==> config.mk <==
export PLATFORM = sky130hd
export DESIGN_NAME = cmp_interval_timer
export DESIGN_NICKNAME = d
export VERILOG_FILES = /design/src/rtl/ivt_pkg.sv /design/src/rtl/ivt_prescaler.sv /design/src/rtl/ivt_tick_sel.sv /design/src/rtl/ivt_counter.sv /design/src/rtl/cmp_interval_timer.sv
export SDC_FILE = /design/constraint.sdc
export NUM_CORES = 1
export LEC_CHECK = 0
export CAP_MARGIN = 20
export CORE_MARGIN = 5
export CORE_UTILIZATION = 45
export DETAILED_ROUTE_END_ITERATION = 8
export PLACE_DENSITY = 0.69
export SLEW_MARGIN = 25
export SYNTH_ARGS = -nofsm -noshare
export SYNTH_HDL_FRONTEND = slang
export SYNTH_HIERARCHICAL = 1
export SYNTH_SLANG_ARGS = --single-unit
==> constraint.sdc <==
create_clock -name clk -period 5.7 [get_ports clk]
set_input_delay 0.57 -clock clk [delete_from_list [all_inputs] [get_ports clk]]
set_output_delay 0.57 -clock clk [all_outputs]
set_load 0.02 [all_outputs]
==> src/rtl/ivt_pkg.sv <==
package ivt_pkg;

    localparam int CNT_W      = 8;
    localparam int PRE_W      = 11;
    localparam int SLOW_DIV_W = 3;
    localparam int N_FAST     = 4;
    localparam int SEL_W      = 3;
    localparam int MODE_W     = 3;

    localparam logic [MODE_W-1:0] MODE_TIMER = '0;
    localparam logic [SEL_W-1:0]  SEL_CHAIN  = 3'd4;

    typedef struct packed {
        logic              spare;
        logic [SEL_W-1:0]  sel;
        logic              run;
        logic [MODE_W-1:0] mode;
    } ctrl_t;

    function automatic int fast_shift(input int idx);
        case (idx)
            0:       return 11;
            1:       return 7;
            2:       return 5;
            default: return 3;
        endcase
    endfunction

endpackage

==> src/rtl/ivt_prescaler.sv <==
module ivt_prescaler
    import ivt_pkg::*;
#(
    parameter int PW = PRE_W,
    parameter int SW = SLOW_DIV_W,
    parameter int NF = N_FAST
) (
    input  logic          clk,
    input  logic          rst,
    input  logic          fs_tick,
    output logic [NF-1:0] fast_en,
    output logic          slow_en
);
    logic [PW-1:0] pre_q;
    logic [SW-1:0] fs_q;

    always_ff @(posedge clk) begin
        if (rst) begin
            pre_q <= '0;
            fs_q  <= '0;
        end else begin
            pre_q <= pre_q + {{(PW-1){1'b0}}, 1'b1};
            if (fs_tick) fs_q <= fs_q + {{(SW-1){1'b0}}, 1'b1};
        end
    end

    for (genvar i = 0; i < NF; i++) begin : g_tap
        localparam int T = fast_shift(i);
        assign fast_en[i] = &pre_q[T-1:0];
    end

    assign slow_en = fs_tick & (&fs_q);

endmodule

==> src/rtl/ivt_tick_sel.sv <==
module ivt_tick_sel
    import ivt_pkg::*;
#(
    parameter int NF = N_FAST
) (
    input  logic [SEL_W-1:0] sel,
    input  logic             div_opt,
    input  logic             slow_mode,
    input  logic [NF-1:0]    fast_en,
    input  logic             slow_en,
    input  logic             chain_in,
    output logic             tick
);
    always_comb begin
        case (sel)
            3'd0:       tick = (div_opt | slow_mode) ? slow_en : fast_en[0];
            3'd1:       tick = ~slow_mode & fast_en[1];
            3'd2:       tick = ~slow_mode & fast_en[2];
            3'd3:       tick = ~slow_mode & fast_en[3];
            SEL_CHAIN:  tick = chain_in;
            default:    tick = 1'b0;
        endcase
    end

endmodule

==> src/rtl/ivt_counter.sv <==
module ivt_counter
    import ivt_pkg::*;
#(
    parameter int W = CNT_W
) (
    input  logic         clk,
    input  logic         rst,
    input  logic         active,
    input  logic         tick,
    input  logic [W-1:0] cmp,
    output logic [W-1:0] count,
    output logic         irq
);
    logic [W-1:0] count_q;
    logic         irq_q;
    logic [W:0]   limit;
    logic [W:0]   nxt;

    always_comb begin
        limit = (cmp == '0) ? {1'b1, {W{1'b0}}} : {1'b0, cmp};
        nxt   = {1'b0, count_q} + {{W{1'b0}}, 1'b1};
    end

    always_ff @(posedge clk) begin
        if (rst) begin
            count_q <= '0;
            irq_q   <= 1'b0;
        end else if (!active) begin
            count_q <= '0;
            irq_q   <= 1'b0;
        end else begin
            irq_q <= 1'b0;
            if (tick) begin
                if (nxt == limit) begin
                    count_q <= '0;
                    irq_q   <= 1'b1;
                end else begin
                    count_q <= nxt[W-1:0];
                end
            end
        end
    end

    assign count = count_q;
    assign irq   = irq_q;

endmodule

==> src/rtl/cmp_interval_timer.sv <==
module cmp_interval_timer
    import ivt_pkg::*;
#(
    parameter int W  = CNT_W,
    parameter int NF = N_FAST
) (
    input  logic         clk,
    input  logic         rst,
    input  logic         fs_tick,
    input  logic         div_opt,
    input  logic         slow_mode,
    input  logic [7:0]   ctrl,
    input  logic [W-1:0] cmp,
    input  logic         chain_in,
    output logic         irq,
    output logic [W-1:0] count
);
    ctrl_t         cw;
    logic [NF-1:0] fast_en;
    logic          slow_en;
    logic          tick;
    logic          active;

    assign cw     = ctrl_t'(ctrl);
    assign active = cw.run && (cw.mode == MODE_TIMER);

    ivt_prescaler #(.PW(PRE_W), .SW(SLOW_DIV_W), .NF(NF)) u_pre (
        .clk     (clk),
        .rst     (rst),
        .fs_tick (fs_tick),
        .fast_en (fast_en),
        .slow_en (slow_en)
    );

    ivt_tick_sel #(.NF(NF)) u_sel (
        .sel       (cw.sel),
        .div_opt   (div_opt),
        .slow_mode (slow_mode),
        .fast_en   (fast_en),
        .slow_en   (slow_en),
        .chain_in  (chain_in),
        .tick      (tick)
    );

    ivt_counter #(.W(W)) u_cnt (
        .clk    (clk),
        .rst    (rst),
        .active (active),
        .tick   (tick),
        .cmp    (cmp),
        .count  (count),
        .irq    (irq)
    );

endmodule


# [Word level (Yosys, flattened, before mapping)]
# Index checks and enable logic that the tools add are counted.
[totals] register_bits=23 inputBits=22
[op_classes] n_addsub=3 n_eq_ne=5 muxes=5 n_bitwise=8 reduce_logical=11
[op_table] cell="11-bit by 1-bit adder with 11-bit output, second input constant" count=1
[op_table] cell="11-bit AND reduction" count=1
[op_table] cell="8-bit by 1-bit adder with 9-bit output, second input constant" count=1
[op_table] cell="9-bit equality test" count=1
[op_table] cell="9-bit 2-to-1 mux" count=1
[op_table] cell="8-bit zero test" count=1
[op_table] cell="8-bit 2-to-1 mux" count=1
[op_table] cell="7-bit AND reduction" count=1
[op_table] cell="3-bit by 2-bit equality test with 1-bit output, second input constant" count=2
[op_table] cell="3-bit zero test" count=2
[op_table] cell="3-bit AND reduction" count=2
[op_table] cell="1-bit one-hot mux with 5 select lines" count=1
[op_table] cell="5-bit AND reduction" count=1
[op_table] cell="1-bit bitwise AND" count=4
[op_table] cell="3-bit by 1-bit adder with 3-bit output, second input constant" count=1
[op_table] cell="3-bit by 1-bit equality test with 1-bit output, second input constant" count=1
[op_table] cell="3-bit equality test, second input constant" count=1
[op_table] cell="1-bit inverter" count=3
[op_table] cell="3-bit OR reduction" count=1
[op_table] cell="1-bit 2-to-1 mux" count=2
[op_table] cell="2-bit OR reduction" count=1
[op_table] cell="1-bit logical AND" count=1
[op_table] cell="1-bit bitwise OR" count=1

# [Longest topological paths before layout]
# Gate-level depths: netlist of run 1.
[logic_depth] depth_word=6 ltp_mapped=13 ltp_nobuf=12

# [Modules after synthesis]
# Netlist of run 1, hierarchy kept.
[by_module_without_submodules] mod="ivt_counter" n_inst=1 cells_each=85 area_each_um2=723.2 seq_area_each_um2=180.2
[by_module_without_submodules] mod="ivt_prescaler" n_inst=1 cells_each=65 area_each_um2=628.1 seq_area_each_um2=280.3
[by_module_without_submodules] mod="ivt_tick_sel" n_inst=1 cells_each=9 area_each_um2=77.6 seq_area_each_um2=0.0
[by_module_without_submodules] mod="cmp_interval_timer" n_inst=1 cells_each=1 area_each_um2=15.0 seq_area_each_um2=0.0

# [Worst setup path before layout of run 1]
# OpenSTA, ideal clock, no wires.
[synth_path] path_type="reg-to-reg" startpoint="reg u_pre.pre_q[0]" endpoint="reg u_cnt.count_q[7], in the netlist u_cnt/count[7]" setup_ns=0.075 arrival_ns=2.457 slack_ns=3.168 path_stages_with_launch=13 path_cell_list="dfxtp_1 -> ha_1 -> nand2_1 -> nor4_2 -> and2_1 -> nor3b_2 -> a21oi_1 -> o22a_1 -> o31ai_2 -> clkbuf_1 -> nand3_1 -> or4_1 -> o22ai_1"
[synth_via] elab_chain_cells=3 word_cells_on_any_way=9 cone_classes="2 x mux; 3 x bitwise; 4 x reduce/logical"
[synth_rtl] item="from (decl)" line_no="ivt_prescaler.sv:14" text="logic [PW-1:0] pre_q;"
[synth_rtl] item="from (signal assigned)" line_no="ivt_prescaler.sv:22" text="pre_q <= pre_q + {{(PW-1){1'b0}}, 1'b1};"
[synth_rtl] item="11-bit AND reduction" line_no="ivt_prescaler.sv:29" text="assign fast_en[i] = &pre_q[T-1:0];"
[synth_rtl] item="net fast_en[0]" line_no="cmp_interval_timer.sv:19" text="logic [NF-1:0] fast_en;"
[synth_rtl] item="1-bit 2-to-1 mux" line_no="ivt_tick_sel.sv:16" text="3'd0: tick = (div_opt | slow_mode) ? slow_en : fast_en[0];"
[synth_rtl] item="1-bit one-hot mux with 5 select lines" line_no="ivt_tick_sel.sv:15" text="case (sel)"
[synth_rtl] item="net tick" line_no="cmp_interval_timer.sv:21" text="logic tick;"
[synth_rtl] item="to (signal assigned)" line_no="ivt_counter.sv:38" text="count_q <= nxt[W-1:0];"
[synth_rtl] item="to (decl)" line_no="ivt_counter.sv:14" text="logic [W-1:0] count_q;"
# The timed path passes the listed nets, and every way through them passes these cells.
# A chain may end at the register's enable or synchronous reset.

# [Worst setup path in the final report of run 1]
# Same ends and word-level chain as after synthesis.

==> results of run 1 <==
==> critical path, cell delays in order (launching register included) <==
cell and delay (ns):
dfxtp_1 0.42, ha_1 0.23, nand2_1 0.15, nor4_2 0.28
and2_1 0.16, nor3b_2 0.14, a21oi_1 0.05, o22a_1 0.23
o31ai_4 0.53, nand3_1 0.21, or4_1 0.44, o22ai_1 0.15
==> sequential cells by signal, indices dropped and copies added, names as in the netlist <==
name,count
u_pre/pre_q,11
u_cnt/count,8
u_pre/fs_q,3
u_cnt/irq,1
==> power groups by stage <==
| stage | clock network (mW) | registers, mW | logic, mW |
|---|---|---|---|
| after detailed placement | 0 | 0.171 | 0.0363 |
| after global routing | 0.0855 | 0.168 | 0.0402 |
| after global placement | 0 | 0.170 | 0.0344 |
| final | 0.0744 | 0.167 | 0.0366 |
| after CTS | 0.0768 | 0.167 | 0.0365 |
| after floorplan | 0 | 0.170 | 0.0155 |
==> cells by family after synthesis <==
logic type | after synthesis
and+or+nand+nor | 69
xor gates and xnor gates | 16
DFF | 23
adders and majority gates | 6
buffers and inverters | 10
AOI/OAI and AO/OA | 32
muxes | 4
==> per-stage QoR <==
| step | setup slack [ns] | area, sq um | hold WS, ns | instances | util |
|---|---|---|---|---|---|
| after floorplan | 3.168 | 1444 | 0.4411 | 160 | - |
| after global placement | 2.485 | 1738 | 0.4516 | 225 | 0.5646 |
| after detailed placement | 2.392 | 1738 | 0.4781 | 225 | 0.5646 |
| after CTS | 2.370 | 1764 | 0.5015 | 229 | 0.5732 |
| after global routing | 2.278 | 1773 | 0.5104 | 229 | 0.5760 |
| final | 2.639 | 1773 | 0.4990 | 229 | 0.5760 |
==> layout by cell type, fill, tap and decap left out, types with 3 or more instances in the layout <==
cell type / synthesis / routed
clkdlybuf4s50_1: 0 / 29
dfxtp_1: 23 / 23
nand2_1: 10 / 10
nand3_1: 10 / 10
nor2_1: 9 / 9
xnor2_1: 8 / 8
xor2_1: 8 / 8
a21oi_1: 7 / 7
o21ai_0: 6 / 6
ha_1: 6 / 6
a211oi_1: 5 / 5
nor2b_1: 5 / 5
nor4_2: 4 / 4
nand3b_1: 4 / 4
or4_1: 4 / 4
clkbuf_4: 0 / 3
nand2b_1: 3 / 3
nor3_1: 3 / 3
nand4_1: 3 / 3
o31ai_1: 3 / 3
==> layer usage <==
metal / global-route usage / up-vias / wire length [microns] / part of all wire
met1: 0.2074 / 599 / 1415 / 0.45
li1: - / 643 / - / -
met2: 0.2562 / 25 / 1551 / 0.49
met4: 0.02792 / 0 / 33 / 0.011
met5: 0 / - / 0 / 0
met3: 0.04553 / 4 / 136 / 0.043
==> area by class of cell <==
class	instances	area, sq um	share of cell area
tap	44	55.05	0.03105
multi-input combinational	127	933.4	0.5265
sequential	23	460.4	0.2597
clock buffer	4	26.28	0.01482
timing repair buffer	29	290.3	0.1637
inverter	2	7.507	0.004234
==> final timing paths <==
| kind | startpoint | end | slack (ns) | cells past startpoint |
|---|---|---|---|---|
| hold / removal | u_pre/pre_q[8] | u_pre/pre_q[8] | 0.50 | 2 |
| setup reg to reg | u_pre/pre_q[0] | u_cnt/count[7] | 2.64 | 11 |
| setup / recovery | u_pre/pre_q[0] | u_cnt/count[7] | 2.64 | 11 |
| hold reg to reg | u_pre/pre_q[8] | u_pre/pre_q[8] | 0.50 | 2 |
==> metrics, run 1 <==
Layout area overhead 22.79%; Setup crit start kind flip-flop; Total GRT Usage 0.1574; Final Hold Viols 0; Final ANT Viol Nets 0; adder and majority gate portion of the synthesized area 0.05199; Slew @ Worst Pin ~0.62 ns; Cell Int Power between 0.2 and 0.25 mW; IO Count 31; Reg power frac 0.601; Logic pwr share 0.132; CTS clk-pin slew, worst paths approximately 0.12 ns; pwr/cell area 156.8 mW/mm^2; Layout Skew roughly 0.0059 ns; Worst EP required 5.94 ns; first-pass GRT wire length 5.471 mm; Initial DRC Count 44; CTS max path bufs 2; synthesized instance count 160; Leak 0.5653 nW; sw power between 0.06 and 0.07 mW; Horiz. Die Dim about 67 microns; H-tree depth 1; final net count 214; Fill cells 289; Setup Crit Path Kind flip-flop to flip-flop; number of enable flip-flop cells after synthesis 0; simple-gate portion of the synthesized area 0.3016; share of layout cells above drive strength 1 0.08649; hold buffer count at CTS 0; XOR/XNOR share of the synthesized area 0.09705; GRT overflow 0; ys flop type dfxtp_1; top-area cell type share of the netlist area 0.3189; CTS sink cnt 23; initial antenna violation count 0; detailed-route DRC error count 0; leading area contributor after synthesis dfxtp_1; drt first pass iters 4; placeable core area 0.003078 sq mm; Fmax roughly 330 MHz; Die ar. about 0.0044 sq mm; Yosys reg bits 23; post-synthesis cell type count 46; final period utilization 0.5370; fraction of registers with async set/reset 0; Post-Syn Area 0.001444 sq mm; most common cell in the netlist dfxtp_1; sw frac 0.2364; GP Congestion 0.8017; total number of vias 1271; post-synthesis net count 188; peak supply drop 0.1222 mV; Slew Limit Fails 0; Yosys Warn Count 6; largest net degree at the start of global routing 18; antenna fix cells 0; Post-DP HPWL between 2 and 3 mm; clock share of power 0.267; Routed WL per cell 13.69 microns; Worst slew margin 0.5842; Setup crit end kind flip-flop; data arrival time of the worst path 3.30 ns; largest family of logic cells by synthesized area simple AND/OR/NAND/NOR gates; sequential cell area fraction in the yosys report 0.3189; setup TNS 0 ns; Synth area leaders dfxtp_1 32%, ha_1 5.2%, xnor2_1 4.9%; # setup viols final 0; vias in the first global route ~1200; vias per cell 5.550; Compound-Gate Fraction of Synth Area 0.1603; Post-CTS Resized 0; clock tree root buffer cell clkbuf_4; initial core utilization 0.4691; RSZ-0062 raised after global routing no; post-CTS setup buffers 0; Port Buffers 29; # Max-Cap Violations 0; post-synthesis mux area share 0.02946; fin crit period approximately 3 ns; Avg Inst Size Synth 9.024 sq um; crit-path max FO 16; row count 20; Hold Crit Class flip-flop to flip-flop; clk_lat worst skew 0.31 ns; Power Total 0.2781 mW; total wire length between 3 and 4 mm; status finished clean; CTS Buf Count 3; top cells by instance count after synthesis 23 x dfxtp_1, 10 x nand2_1, 10 x nand3_1; die height 66.65 microns; TritonCTS clock tree done
No activity file was read; power rests on OpenSTA's default activity.
==> inputs of run 2 (changes only) <==
- clock period: 5.7 -> 2.9 ns (I/O delays scaled with it)
==> run 2 against run 1 <==
Effect of this change:
- maximum frequency grew 16%
- sequential share of layout area shrank 0.36 points
- worst setup slack lost 2.4 ns
- first-iteration DRC count grew 68%
- via count grew 0.87%
- largest cell class unchanged
- non-clock buffer count grew 3
- combinational power grew 97%
- power grew 98%
==> metrics, run 2 (synthesis gave the netlist of run 1 again) <==
max reg flops 11 (unchanged); # setup viols final 0 (unchanged); final net count 217 (+1.4%); total number of vias 1282 (+0.87%); sw frac 0.2373 (+0.0009694); Crit path max-delay family simple AND/OR/NAND/NOR gates; placeable core area 0.003078 sq mm (unchanged); CP max stage delay 0.42 ns (-0.11 ns); data arrival time of the worst path 2.89 ns (-0.41 ns); Critical Path Source u_pre/pre_q[1]; most frequent cells in the layout 29 x clkdlybuf4s50_1, 22 x dfxtp_1, 10 x nand3_1; met1 Resource Use GR 0.1894 (-0.01800); CTS Buf Count 3 (unchanged); Cell Int Power 0.4189 mW (+97%); Final Hold Viols 0 (unchanged); die height 66.65 microns (unchanged); H-tree depth 1 (unchanged); sw power 0.1304 mW (+98%); GRT overflow 0 (unchanged); Post-CTS Resized 0 (unchanged); Fill cells 291 (+0.69%); first-pass GRT wire length 5.457 mm (-0.26%); dpl cell area 0.001760 sq mm (+1.3%); Reg power frac 0.598 (-0.003); Final ANT Viol Nets 0 (unchanged); post-CTS setup buffers 0 (unchanged); Slowest-stage cell, CP or4_1; CTS sink cnt 23 (unchanged); Die ar. 0.004442 sq mm (unchanged); Routed WL per cell 13.81 microns (+0.85%); Port Buffers 29 (unchanged); initial antenna violation count 0 (unchanged); clock share of power 0.270 (+0.003); row count 20 (unchanged); Slew @ Worst Pin 0.6036 ns (-0.02012 ns); hold buffer count at CTS 0 (unchanged); Setup crit end kind flip-flop; pwr/cell area 304.7 mW/mm^2 (+94%); Layout Skew 0.004788 ns (-0.001150 ns); final period utilization 0.9105 (+0.3735); hold path startpoint u_pre/pre_q[0]; cells along the critical path ha_1 -> nand2_2 -> nor4_4 -> and2_1 -> nor3b_2 -> a21oi_1 -> o22a_1 -> o31ai_2 -> nand3_1 -> or4_1 -> o22ai_1; Worst EP required 3.15 ns (-2.79 ns); Worst slew margin 0.5976 (+0.01341); antenna fix cells 0 (unchanged); clock tree root buffer cell clkbuf_4; Logic pwr share 0.131 (about the same); Initial DRC Count 74 (+68%); share of layout cells above drive strength 1 0.1117 (+0.02522); IO Count 31 (unchanged); reg2reg start u_pre/pre_q[1]; # Max-Cap Violations 0 (unchanged); Setup Crit Path Kind flip-flop to flip-flop; Post-DP HPWL 2.493 mm (-0.64%); vias in the first global route 1312 (+8.3%); peak supply drop 0.2677 mV (+120%); vias per cell 5.526 (-0.44%); final instance area 0.001803 sq mm (+1.7%); CTS max path bufs 2 (unchanged); Hold Crit Class flip-flop to flip-flop; TritonCTS clock tree done; crit-path max FO 6 (-10); most flop-heavy register u_pre/pre_q; largest net degree at the start of global routing 18 (unchanged); gr busiest metal met2; Power Total 0.5493 mW (+98%); clk_lat worst skew 0.31 ns (about the same); commonest non-fill, non-tap cell in the layout clkdlybuf4s50_1; total wire length 3.204 mm (+2.2%); crit path buf inv count 0 (unchanged); initial core utilization 0.4691 (unchanged); GP Congestion 0.8340 (+4.0%); CTS clk-pin slew, worst paths 0.12 ns (about the same); Setup crit start kind flip-flop; detailed-route DRC error count 0 (unchanged); Total GRT Usage 0.1526 (-0.004812); Horiz. Die Dim 66.65 microns (unchanged); Leak 0.5976 nW (+5.7%); status finished clean; Fmax 378.7 MHz (+16%); met3 Track Usage GR 0.03879 (-0.006745); Slew Limit Fails 0 (unchanged); met2 usage 0.2624 (+0.006188); Layout area overhead 24.87%; fin crit period 2.641 ns (-0.4205 ns); drt first pass iters 4 (unchanged)
run 2: changes by cell type in the layout (fill, tap and decap cells not counted), sizes merged:
| cell | change |
|---|---|
| buf | +3 |
run 2: final cells by class:
cell class / count / area, sq um / area share
Clock buffer: 4 / 26.28 / 0.01457
Inverter: 2 / 7.507 / 0.004164
Multi-Input combinational cell: 127 / 935.9 / 0.5191
Sequential cell: 23 / 461.7 / 0.2561
Tap cell: 44 / 55.05 / 0.03053
Timing Repair Buffer: 32 / 316.6 / 0.1756
run 2: final timing paths:
kind              slack, ns  cells after the start              to
setup / recovery       0.26                     11  u_cnt/count[7]
hold / removal         0.46                      1  u_pre/pre_q[0]
setup reg to reg       0.26                     11  u_cnt/count[7]
hold reg to reg        0.46                      1  u_pre/pre_q[0]
run 2: per-layer routing:
layer  vias up  part of all wire  wire length [microns]
met2        25              0.50                   1598
met3         2             0.040                    129
met4         0            0.0084                     27
li1        650                 -                      -
met1       605              0.45                   1448
met5         -                 0                      0
run 2: power by group through the flow:
stage / combinational, mW / clock, mW / sequential (mW)
2_1_floorplan: 0.0304 / 0 / 0.334
3_3_place_gp: 0.0693 / 0 / 0.335
3_5_place_dp: 0.0721 / 0 / 0.335
4_1_cts: 0.0724 / 0.153 / 0.328
5_1_grt: 0.0801 / 0.164 / 0.330
6_report: 0.0722 / 0.148 / 0.329
run 2: metrics by stage:
stage               setup TNS (ns)  hold slack (ns)    util  cells  setup WS [ns]
floorplan                        0           0.3616       -    160         0.3684
global placement                 0           0.4519  0.5720    228         0.2903
finish                           0           0.4583  0.5858    232         0.2595
global route              -0.01833           0.4950  0.5858    232       -0.01833
detailed placement               0           0.4667  0.5720    228         0.2045
CTS                              0           0.4963  0.5805    232         0.1576
==> inputs of run 3 (changes only) <==
- CORE_UTILIZATION: 45 -> 52
- CTS_BUF_LIST: not set -> sky130_fd_sc_hd__clkbuf_4
- GPL_ROUTABILITY_DRIVEN: not set -> 0
- PLACE_DENSITY: 0.69 -> 0.78
==> run 3 against run 2 <==
Effect of this change:
- cell area decreased by 2.2%
- hold slack improved by 0.038 ns
- die area decreased by 12%
- sequential power about the same
- routed wire length increased by 3.9%
- via count increased by 1.6%
- worst setup slack got worse by 0.084 ns
- sequential share of layout area increased by 0.49 points
- global-route usage increased by 1.8 points
- core utilization increased by 6.5 points
- critical path depth increased by 1
- critical endpoint is now u_cnt/count[6]
==> metrics, run 3 (synthesis gave the netlist of run 1 again) <==
Hold Crit Class flip-flop to flip-flop; GRT overflow 0 (unchanged); Post-DP HPWL 2.518 mm (+1.0%); commonest non-fill, non-tap cell in the layout clkdlybuf4s50_1; CP max stage delay 0.41 ns (about the same); CTS max path bufs 2 (unchanged); detailed-route DRC error count 0 (unchanged); TritonCTS clock tree done; share of layout cells above drive strength 1 0.1016 (-0.01010); Leak 0.5773 nW (-3.4%); crit-path max FO 15 (+9); # Max-Cap Violations 0 (unchanged); placeable core area 0.002710 sq mm (-12%); Horiz. Die Dim 62.70 microns (-5.9%); Layout area overhead 22.18%; Final Hold Viols 0 (unchanged); most flop-heavy register u_pre/pre_q; peak supply drop 0.3447 mV (+29%); Slowest-stage cell, CP dfxtp_1; CTS Buf Count 3 (unchanged); Logic pwr share 0.132 (about the same); multi-input logic area 924.6 sq um (-1.2%); Die ar. 0.003931 sq mm (-12%); initial core utilization 0.5328 (+0.06367); data arrival time of the worst path 2.95 ns (+0.06 ns); Post-CTS Resized 0 (unchanged); max layer used met4; die height 62.70 microns (-5.9%); clk_lat worst skew 0.31 ns (about the same); wire length on met2 1.746 mm (+9.3%); Slew Limit Fails 0 (unchanged); Slew @ Worst Pin 0.5564 ns (-0.04720 ns); final period utilization 0.9393 (+0.02882); Worst EP required 3.13 ns (-0.02 ns); max reg flops 11 (unchanged); IO Count 31 (unchanged); most frequent cells in the layout 29 x clkdlybuf4s50_1, 23 x dfxtp_1, 10 x nand2_1, 10 x nand3_1, 9 x nor2_1; # setup viols final 0 (unchanged); CTS clk-pin slew, worst paths 0.13 ns (about the same); Setup crit end kind flip-flop; placed insts 214 (-6.1%); Non-Filler Instances 218 (-6.0%); Routed WL per cell 15.28 microns (+11%); Final ANT Viol Nets 0 (unchanged); Setup crit start kind flip-flop; hold buffer count at CTS 0 (unchanged); Worst slew margin 0.6291 (+0.03147); RSZ-0062 raised after global routing no; Fmax 367.1 MHz (-3.1%); total wire length 3.330 mm (+3.9%); final worst slack 0.1759 ns (-0.08359 ns); Reg power frac 0.597 (about the same); final net count 216 (-0.46%); CTS sink cnt 23 (unchanged); Cell Int Power 0.4161 mW (-0.67%); sw frac 0.2431 (+0.005743); vias per cell 5.972 (+8.1%); met3 wire length 184 microns (+43%); vias in the first global route 1360 (+3.7%); initial antenna violation count 0 (unchanged); Crit path max-delay family simple AND/OR/NAND/NOR gates; Initial DRC Count 82 (+11%); status finished clean; fin crit period 2.724 ns (+0.08359 ns); largest net degree at the start of global routing 18 (unchanged); total number of vias 1302 (+1.6%); Total GRT Usage 0.1707 (+0.01808); Reg area 460.4 sq um (-0.27%); worst-case hold slack 0.4968 ns (+0.03847 ns); row count 19 (-5.0%); Setup Crit Path Kind flip-flop to flip-flop; drt first pass iters 4 (unchanged); DRT met1 WL 1.360 mm (-6.1%); sw power 0.1336 mW (+2.5%); cells along the critical path ha_1 -> nand2_1 -> nor4_2 -> and2_1 -> nor3b_2 -> a21oi_1 -> o22a_1 -> o31ai_2 -> buf_4 -> nand4_1 -> xor2_1 -> a211oi_1; clock share of power 0.270 (about the same); H-tree depth 1 (unchanged); Fill cells 242 (-17%); post-CTS setup buffers 0 (unchanged); clock tree root buffer cell clkbuf_4; Place WS 0.2266 ns (+0.02220 ns); Port Buffers 29 (unchanged); first-pass GRT wire length 5.699 mm (+4.4%); antenna fix cells 0 (unchanged); pwr/cell area 311.6 mW/mm^2 (+2.3%); setup TNS 0 ns (unchanged); crit path buf inv count 1 (+1); Layout Skew 0.006057 ns (+0.001269 ns)
-- run 3: cell count changes in the layout (fill, tap and decap cells not counted), sizes merged --
cell	change
clkinv	+1
clkbuf	-1
buf	-1
-- run 3: worst reg2reg max path, cell delays in order, from the launching register on --
cell,delay [ns]
dfxtp_1,0.41
ha_1,0.22
nand2_1,0.15
nor4_2,0.29
and2_1,0.16
nor3b_2,0.14
a21oi_1,0.05
o22a_1,0.22
o31ai_2,0.26
buf_4,0.25
nand4_1,0.12
xor2_1,0.17
a211oi_1,0.20
-- run 3: worst paths after layout --
path / from / end / slack, ns / cells after the start
worst max register to register: u_pre/pre_q[0] / u_cnt/count[6] / 0.18 / 12
worst min register to register: u_pre/pre_q[0] / u_pre/pre_q[0] / 0.50 / 1
worst max-delay path: u_pre/pre_q[0] / u_cnt/count[6] / 0.18 / 12
worst min-delay path: u_pre/pre_q[0] / u_pre/pre_q[0] / 0.50 / 1
-- run 3: through the flow --
step / power [mW] / utilization / area [sq um]
global placement: 0.4045 / 0.6408 / 1737
finish: 0.5498 / 0.6510 / 1764
global route: 0.5794 / 0.6510 / 1764
CTS: 0.5533 / 0.6510 / 1764
detailed placement: 0.4080 / 0.6408 / 1737
floorplan: 0.3646 / - / 1444
-- run 3: layout make-up --
type,count,share of cell area
multi-input cells,127,0.5241
flip-flops and latches,23,0.2610
repair buffers,31,0.1730
well taps,31,0.02199
clock buffers,3,0.01277
inverters,2,0.004255
clock inverters,1,0.002837
-- run 3: power by group through the flow --
stage	clock network (mW)	registers (mW)	logic [mW]
4_1_cts	0.152	0.328	0.0731
3_5_place_dp	0	0.335	0.0725
3_3_place_gp	0	0.335	0.0696
5_1_grt	0.170	0.330	0.0790
2_1_floorplan	0	0.334	0.0304
6_report	0.149	0.328	0.0726
-- run 3: routing by layer --
metal | track usage | vias to the layer above
met5 | 0 | -
met3 | 0.02878 | 4
met2 | 0.3264 | 48
met4 | 0.06897 | 0
met1 | 0.1808 | 602
li1 | - | 648
